$ cat src/rtl/gtmr_pkg.sv
package gtmr_pkg;

  // Byte offsets on the register bus.
  localparam int OFS_CNT  = 'h00;  // counter halves at +0, +4
  localparam int OFS_CTRL = 'h08;
  localparam int OFS_STAT = 'h0C;
  localparam int OFS_CMP  = 'h10;  // comparator halves at +0, +4
  localparam int OFS_STEP = 'h18;

  // Control field positions.
  localparam int CB_RUN  = 0;
  localparam int CB_CMP  = 1;
  localparam int CB_IRQ  = 2;
  localparam int CB_AUTO = 3;
  localparam int PS_LSB  = 8;
  localparam int PS_W    = 8;

  typedef struct packed {
    logic [PS_W-1:0] presc;
    logic            auto_en;
    logic            irq_en;
    logic            cmp_en;
    logic            run;
  } ctrl_t;

endpackage

$ cat src/rtl/gtmr_prescale.sv
module gtmr_prescale #(
  parameter int PS_W = 8
) (
  input  logic            clk,
  input  logic            rst,
  input  logic            run,
  input  logic [PS_W-1:0] presc,
  output logic            tick
);

  logic [PS_W-1:0] phase_q;

  assign tick = run && (phase_q == presc);

  always_ff @(posedge clk) begin
    if (rst || !run) begin
      phase_q <= '0;
    end else if (tick) begin
      phase_q <= '0;
    end else begin
      phase_q <= phase_q + PS_W'(1);
    end
  end

  // with a nonzero divider two ticks are never adjacent
  a_r2_tick_spacing: assert property (@(posedge clk) disable iff (rst)
    (tick && presc != '0) |=> (!tick || presc == '0));

endmodule

$ cat src/rtl/gtmr_count.sv
module gtmr_count #(
  parameter int CNT_W = 64,
  parameter int BUS_W = 32,
  localparam int NH   = CNT_W / BUS_W
) (
  input  logic             clk,
  input  logic             rst,
  input  logic             tick,
  input  logic [NH-1:0]    ld,
  input  logic [BUS_W-1:0] ld_data,
  output logic [CNT_W-1:0] cnt
);

  logic [CNT_W-1:0] cnt_q, cnt_d;

  always_comb begin
    cnt_d = tick ? cnt_q + CNT_W'(1) : cnt_q;
    for (int h = 0; h < NH; h++) begin
      if (ld[h]) cnt_d[h*BUS_W +: BUS_W] = ld_data;
    end
  end

  always_ff @(posedge clk) begin
    if (rst) cnt_q <= '0;
    else     cnt_q <= cnt_d;
  end

  assign cnt = cnt_q;

  // a tick moves the whole 64-bit value by exactly one
  a_r3_atomic_step: assert property (@(posedge clk) disable iff (rst)
    (tick && ld == '0) |=> cnt == $past(cnt) + CNT_W'(1));

  // without tick or load the counter is frozen
  a_r2_hold: assert property (@(posedge clk) disable iff (rst)
    (!tick && ld == '0) |=> $stable(cnt));

  // a lower-half load lands as written
  a_r4_load_low: assert property (@(posedge clk) disable iff (rst)
    ld[0] |=> cnt[BUS_W-1:0] == $past(ld_data));

endmodule

$ cat src/rtl/gtmr_compare.sv
module gtmr_compare #(
  parameter int CNT_W = 64,
  parameter int BUS_W = 32,
  localparam int NH   = CNT_W / BUS_W
) (
  input  logic             clk,
  input  logic             rst,
  input  logic [CNT_W-1:0] cnt,
  input  logic             cmp_en,
  input  logic             auto_en,
  input  logic [NH-1:0]    cmp_wr,
  input  logic             step_wr,
  input  logic [BUS_W-1:0] wdata,
  input  logic             clr,
  output logic [CNT_W-1:0] cmp,
  output logic [BUS_W-1:0] step,
  output logic             flag
);

  logic [CNT_W-1:0] cmp_q;
  logic [BUS_W-1:0] step_q;
  logic             flag_q;
  logic             hit;

  assign hit = cmp_en && (cnt >= cmp_q);

  always_ff @(posedge clk) begin
    if (rst) begin
      cmp_q  <= '0;
      step_q <= '0;
      flag_q <= 1'b0;
    end else begin
      if (hit && auto_en) cmp_q <= cmp_q + CNT_W'(step_q);
      for (int h = 0; h < NH; h++) begin
        if (cmp_wr[h]) cmp_q[h*BUS_W +: BUS_W] <= wdata;
      end
      if (step_wr) step_q <= wdata;
      flag_q <= hit | (flag_q & ~clr);
    end
  end

  assign cmp  = cmp_q;
  assign step = step_q;
  assign flag = flag_q;

  // an event under auto-increment advances the comparator by the step
  a_r8_auto_step: assert property (@(posedge clk) disable iff (rst)
    (hit && auto_en && cmp_wr == '0) |=> cmp == $past(cmp) + CNT_W'($past(step)));

  // the flag only drops on a clear
  a_r6_sticky: assert property (@(posedge clk) disable iff (rst)
    (flag && !clr) |=> flag);

  // no flag can appear while compare is disabled
  a_r9_quiet: assert property (@(posedge clk) disable iff (rst)
    (!cmp_en && !flag) |=> !flag);

endmodule

$ cat src/rtl/gtmr_top.sv
module gtmr_top
  import gtmr_pkg::*;
#(
  parameter int CNT_W = 64,
  parameter int BUS_W = 32,
  parameter int AW    = 5,
  localparam int NH   = CNT_W / BUS_W
) (
  input  logic             clk,
  input  logic             rst,
  input  logic [AW-1:0]    bus_addr,
  input  logic             bus_wr,
  input  logic [BUS_W-1:0] bus_wdata,
  input  logic             bus_rd,
  output logic [BUS_W-1:0] bus_rdata,
  output logic             irq
);

  ctrl_t            ctrl_q;
  logic             tick;
  logic [NH-1:0]    cnt_wr, cmp_wr;
  logic [CNT_W-1:0] cnt, cmp;
  logic [BUS_W-1:0] step;
  logic             flag;
  logic             ctrl_wr, stat_wr, step_wr, clr;
  logic [BUS_W-1:0] rd_mux, rdata_q;

  // Address decode
  for (genvar h = 0; h < NH; h++) begin : g_half
    assign cnt_wr[h] = bus_wr && !ctrl_q.run && (bus_addr == AW'(OFS_CNT + 4*h));
    assign cmp_wr[h] = bus_wr && (bus_addr == AW'(OFS_CMP + 4*h));
  end
  assign ctrl_wr = bus_wr && (bus_addr == AW'(OFS_CTRL));
  assign stat_wr = bus_wr && (bus_addr == AW'(OFS_STAT));
  assign step_wr = bus_wr && (bus_addr == AW'(OFS_STEP));
  assign clr     = stat_wr && bus_wdata[0];

  // Control register
  always_ff @(posedge clk) begin
    if (rst) begin
      ctrl_q <= '0;
    end else if (ctrl_wr) begin
      ctrl_q.run     <= bus_wdata[CB_RUN];
      ctrl_q.cmp_en  <= bus_wdata[CB_CMP];
      ctrl_q.irq_en  <= bus_wdata[CB_IRQ];
      ctrl_q.auto_en <= bus_wdata[CB_AUTO];
      ctrl_q.presc   <= bus_wdata[PS_LSB +: PS_W];
    end
  end

  gtmr_prescale #(.PS_W(PS_W)) i_presc (
    .clk   (clk),
    .rst   (rst),
    .run   (ctrl_q.run),
    .presc (ctrl_q.presc),
    .tick  (tick)
  );

  gtmr_count #(.CNT_W(CNT_W), .BUS_W(BUS_W)) i_count (
    .clk     (clk),
    .rst     (rst),
    .tick    (tick),
    .ld      (cnt_wr),
    .ld_data (bus_wdata),
    .cnt     (cnt)
  );

  gtmr_compare #(.CNT_W(CNT_W), .BUS_W(BUS_W)) i_cmp (
    .clk     (clk),
    .rst     (rst),
    .cnt     (cnt),
    .cmp_en  (ctrl_q.cmp_en),
    .auto_en (ctrl_q.auto_en),
    .cmp_wr  (cmp_wr),
    .step_wr (step_wr),
    .wdata   (bus_wdata),
    .clr     (clr),
    .cmp     (cmp),
    .step    (step),
    .flag    (flag)
  );

  // Read path
  always_comb begin
    rd_mux = '0;
    for (int h = 0; h < NH; h++) begin
      if (bus_addr == AW'(OFS_CNT + 4*h)) rd_mux = cnt[h*BUS_W +: BUS_W];
      if (bus_addr == AW'(OFS_CMP + 4*h)) rd_mux = cmp[h*BUS_W +: BUS_W];
    end
    if (bus_addr == AW'(OFS_CTRL)) begin
      rd_mux[CB_RUN]            = ctrl_q.run;
      rd_mux[CB_CMP]            = ctrl_q.cmp_en;
      rd_mux[CB_IRQ]            = ctrl_q.irq_en;
      rd_mux[CB_AUTO]           = ctrl_q.auto_en;
      rd_mux[PS_LSB +: PS_W]    = ctrl_q.presc;
    end
    if (bus_addr == AW'(OFS_STAT)) rd_mux[0] = flag;
    if (bus_addr == AW'(OFS_STEP)) rd_mux = step;
  end

  always_ff @(posedge clk) begin
    if (rst)         rdata_q <= '0;
    else if (bus_rd) rdata_q <= rd_mux;
  end

  assign bus_rdata = rdata_q;
  assign irq       = flag & ctrl_q.irq_en;

  // read data holds between read strobes
  a_r10_rdata_hold: assert property (@(posedge clk) disable iff (rst)
    !bus_rd |=> $stable(bus_rdata));

  // a counter write while running leaves the lower half on its own course
  a_r4_ignored_running: assert property (@(posedge clk) disable iff (rst)
    (bus_wr && ctrl_q.run && !tick && bus_addr == AW'(OFS_CNT)) |=> $stable(cnt));

endmodule

$ cat config.mk
export PLATFORM = sky130hd
export DESIGN_NAME = gtmr_top
export DESIGN_NICKNAME = d
export VERILOG_FILES = /design/src/rtl/gtmr_pkg.sv /design/src/rtl/gtmr_prescale.sv /design/src/rtl/gtmr_count.sv /design/src/rtl/gtmr_compare.sv /design/src/rtl/gtmr_top.sv
export SDC_FILE = /design/constraint.sdc
export NUM_CORES = 1
export LEC_CHECK = 0
export BUFFER_PORTS_ARGS = -buffer_cell sky130_fd_sc_hd__buf_2
export CORE_ASPECT_RATIO = 1.4
export CORE_MARGIN = 5
export CORE_UTILIZATION = 35
export CTS_CLUSTER_DIAMETER = 80
export DETAILED_ROUTE_END_ITERATION = 10
export PLACE_DENSITY = 0.52
export SLEW_MARGIN = 15
export SYNTH_ARGS = -nofsm -noshare
export SYNTH_HDL_FRONTEND = slang
export SYNTH_HIERARCHICAL = 1
export SYNTH_SLANG_ARGS = --single-unit
$ cat constraint.sdc
create_clock -name clk -period 3.94 [get_ports clk]
set_input_delay 1.182 -clock clk [delete_from_list [all_inputs] [get_ports clk]]
set_output_delay 1.182 -clock clk [all_outputs]
set_load 0.01 [all_outputs]
==> metrics.md <==
| Metric | Value |
|---|---|
| Synth top area share | 28.3% |
| Critical path peak fanout | 46 |
| Setup tns final | 0 ps |
| RSZ-0062 raised after global routing | false |
| Worst path max stage delay | 430 ps |
| Peak VDD IR | just under 0.3 mV |
| Sequential-to-total area share from yosys stat | 28.3% |
| First-pass GRT wire length | roughly 100000 um |
| Highest routed layer | met4 |
| Antenna Nets Post-Route | 0 |
| Cell Chain, Critical Path | inv_1 > ha_1 > nand4_1 > nor4bb_2 > nand4_1 > a21oi_1 > a21oi_1 > a21oi_4 > buf_12 > nand4_1 > o211a_1 > a2111oi_1 |
| Worst Path Arrival | approximately 4200 ps |
| Port-buffer cells | between 70 and 80 |
| Total gr overflow | 0 |
| Gp weighted congestion | about 0.98 |
| Syn Nets | 2017 |
| I/O pins | between 70 and 80 |
| Initial Util | about a third |
| Largest net degree at the start of global routing | 120 |
| Worst Path Buf+Inv | 2 |
| Critical Path End Type | register |
| Synth cell types | between 90 and 100 |
| Hold Path Class | reg -> reg |
| Synth Cell Area | 0.0151 sq mm |
| Area of the multi-input gates | roughly 0.0099 sq mm |
| Cell family with most CP delay | compound AO/OA/AOI/OAI gates |
| Leak | approximately 6.6 nW |
| #FFs+latches synth | around 210 |
| FILL cells | about 4.4k |
| Seq. cell area | 0.00426 sq mm |
| Synthesis warning total | 6 |
| First-pass DRT Iterations | 6 |
| Layout cells sized above 1 | 13.7% |
| Fin crit period | approximately 3700 ps |
| Final Max Tran Viols | 0 |
| DRT iter0 DRCs | 1302 |
| Slew at the pin closest to its max-slew limit | roughly 940 ps |
| Met3 WL | roughly 3400 um |
| Vias in the first global route | about 15k |
| Cell taking the most area after synthesis | dfxtp_1 |
| Core area | 0.0428 sq mm |
| Status | finished clean |
| Crit Path Category | reg -> reg |
| Final setup violation count | 0 |
| Cells taking the most area after synthesis | dfxtp_1 28%, ha_1 8.1%, nor2_1 5.2% |
| Clock Latency Late Sink | roughly 570 ps |
| Clock skew | around 25 ps |
| Slowest CP cell | dfxtp_1 |
| CTS tree | done |
| Clock net sink count | about 210 |
| PD cells | around 320 mW/mm^2 |
| Chip Height | about 260 um |
| Final hold vios | 0 |
| Metal-1 WL | between 20000 and 25000 um |
| Top-count cell post-synth | dfxtp_1 |
| # DRC | 0 |
| Most frequent cells after synthesis | 213 x dfxtp_1, 208 x nor2_1, 138 x nand2_1, 109 x inv_1, 105 x a21oi_1 |
| Routed length on met2 | approximately 33000 um |
| H-Tree Depth | 1 |
| Relative slew margins | between 30% and 40% |
| Area grow syn2layout | 14.9% |
| Worst-path clk slew | about 60 ps |
| Final #Nets | 2096 |
| Syn_area_per_cell | 8.02 sq um |
| CTS root buffer | clkbuf_16 |
| Total Wirelength | between 60000 and 70000 um |
| Initial antenna violation count | 1 |
| Max Clk Rate | 270 MHz |
| Dpl cell area | 0.0164 sq mm |
| Final period util | between 90% and 100% |
| CTS Buf Count | 27 |
| Number of max-cap violations | 0 |
| Post-Syn Instances | about 1.9k |
| Post-synth EDFFs | 0 |
| Num rows | 90 |
| Vias per cell | ~6.1 |
| Critical Path RT | 4390 ps |
| Finished Cell Area | about 0.017 sq mm |
| Top_reg_cell synth | dfxtp_1 |
| Overall routing resource usage | between 20% and 30% |
| Die Width | around 190 um |
| Die area | around 0.047 sq mm |
| Wire per inst | approximately 27 um |
| CP Launch Type | register |
| CP dominant cell by count | nand4_1 |
| Via count | 15.4k |
| Hpwl dp | about 54000 um |
| Clock buffer depth | 3 |
| FFs w/ async S/R, synth | 0% |
[flip-flops by register name (all words and copies together) (netlist names)]
signal,flops
i_presc/phase_q,8
ctrl_q,12
bus_rdata,32
i_cmp/step,32
i_count/cnt,64
i_cmp/cmp,64
i_cmp/flag,1
[cell usage in the layout, fill, tap and decap left out, types with 34 or more instances in the layout]
cell	n
inv_1	109
a311oi_1	60
o21ai_0	97
xor2_1	34
nor2_1	207
a21oi_1	105
xnor2_1	48
mux2i_1	57
buf_2	72
nand4_1	49
nand3_1	44
a211oi_1	40
buf_4	85
a21o_1	61
dfxtp_1	213
ha_1	98
nand2_1	138
[logic make-up (layout without fill, tap and decap cells)]
kind of cell	after synthesis	after routing	synth area share (%)
buffers and inverters	227	326	6.46
adders and majority gates	99	99	8.28
DFF	213	213	28.3
and+or+nand+nor	657	657	22.4
AOI/OAI and AO/OA	530	530	25.1
xor gates and xnor gates	82	82	4.77
other	0	1	0
muxes	69	69	4.69
[layer usage]
metal	global-route usage [%]	vias to the layer above
li1	-	7146
met1	30.9	7351
met2	47.2	625
met3	2.86	235
met4	26.2	0
met5	0	-
[cell type report]
cell class / count / area share, %
inverter: 113 / 2.45
timing repair buffer: 164 / 6.53
multi-input combinational: 1437 / 57.0
clock buffer: 39 / 4.63
clock inverter: 10 / 0.788
tap: 552 / 3.99
antenna: 1 / 0.0145
sequential: 213 / 24.6
[path summary, 6_finish.rpt]
| kind | from | to | slack, ps | depth (start not counted) |
|---|---|---|---|---|
| min | bus_rdata[29] | bus_rdata[29] | 480 | 2 |
| max reg2reg | i_cmp/cmp[36] | i_cmp/cmp[63] | 240 | 12 |
| min reg2reg | bus_rdata[29] | bus_rdata[29] | 480 | 2 |
| max | i_cmp/cmp[36] | i_cmp/cmp[63] | 240 | 12 |
[timing repair]
action | 4_1_cts | 5_1_grt
buffers inserted | 0 | 0
hold buffers | 0 | 0
setup endpoints to repair | 0 | 1
gates resized for setup | 0 | 1
[power by group]
group | switching [mW] | leakage (nW) | internal [mW]
Clock | 1.07 | 0.454 | 1.60
Sequential | 0.0397 | 1.72 | 2.19
Combinational | 0.391 | 4.38 | 0.183
Total | 1.50 | 6.56 | 3.97
[stage by stage]
stage / power [mW] / worst slack [ps] / util [%] / instances / hold slack (ps)
global route: 5.64 / 15.5 / 40.4 / 2528 / 497
CTS: 5.51 / 229 / 40.4 / 2528 / 486
detailed placement: 2.84 / 240 / 38.2 / 2479 / 475
finish: 5.47 / 239 / 40.5 / 2529 / 481
floorplan: 2.56 / 347 / - / 1877 / 474
global placement: 2.84 / 345 / 38.2 / 2479 / 472
[worst min-delay path, cell delays in order (launching register included)]
cell and delay [ps]:
dfxtp_1 310, nor2_1 80, a311oi_1 50
Power figures use the tool's default switching activity.
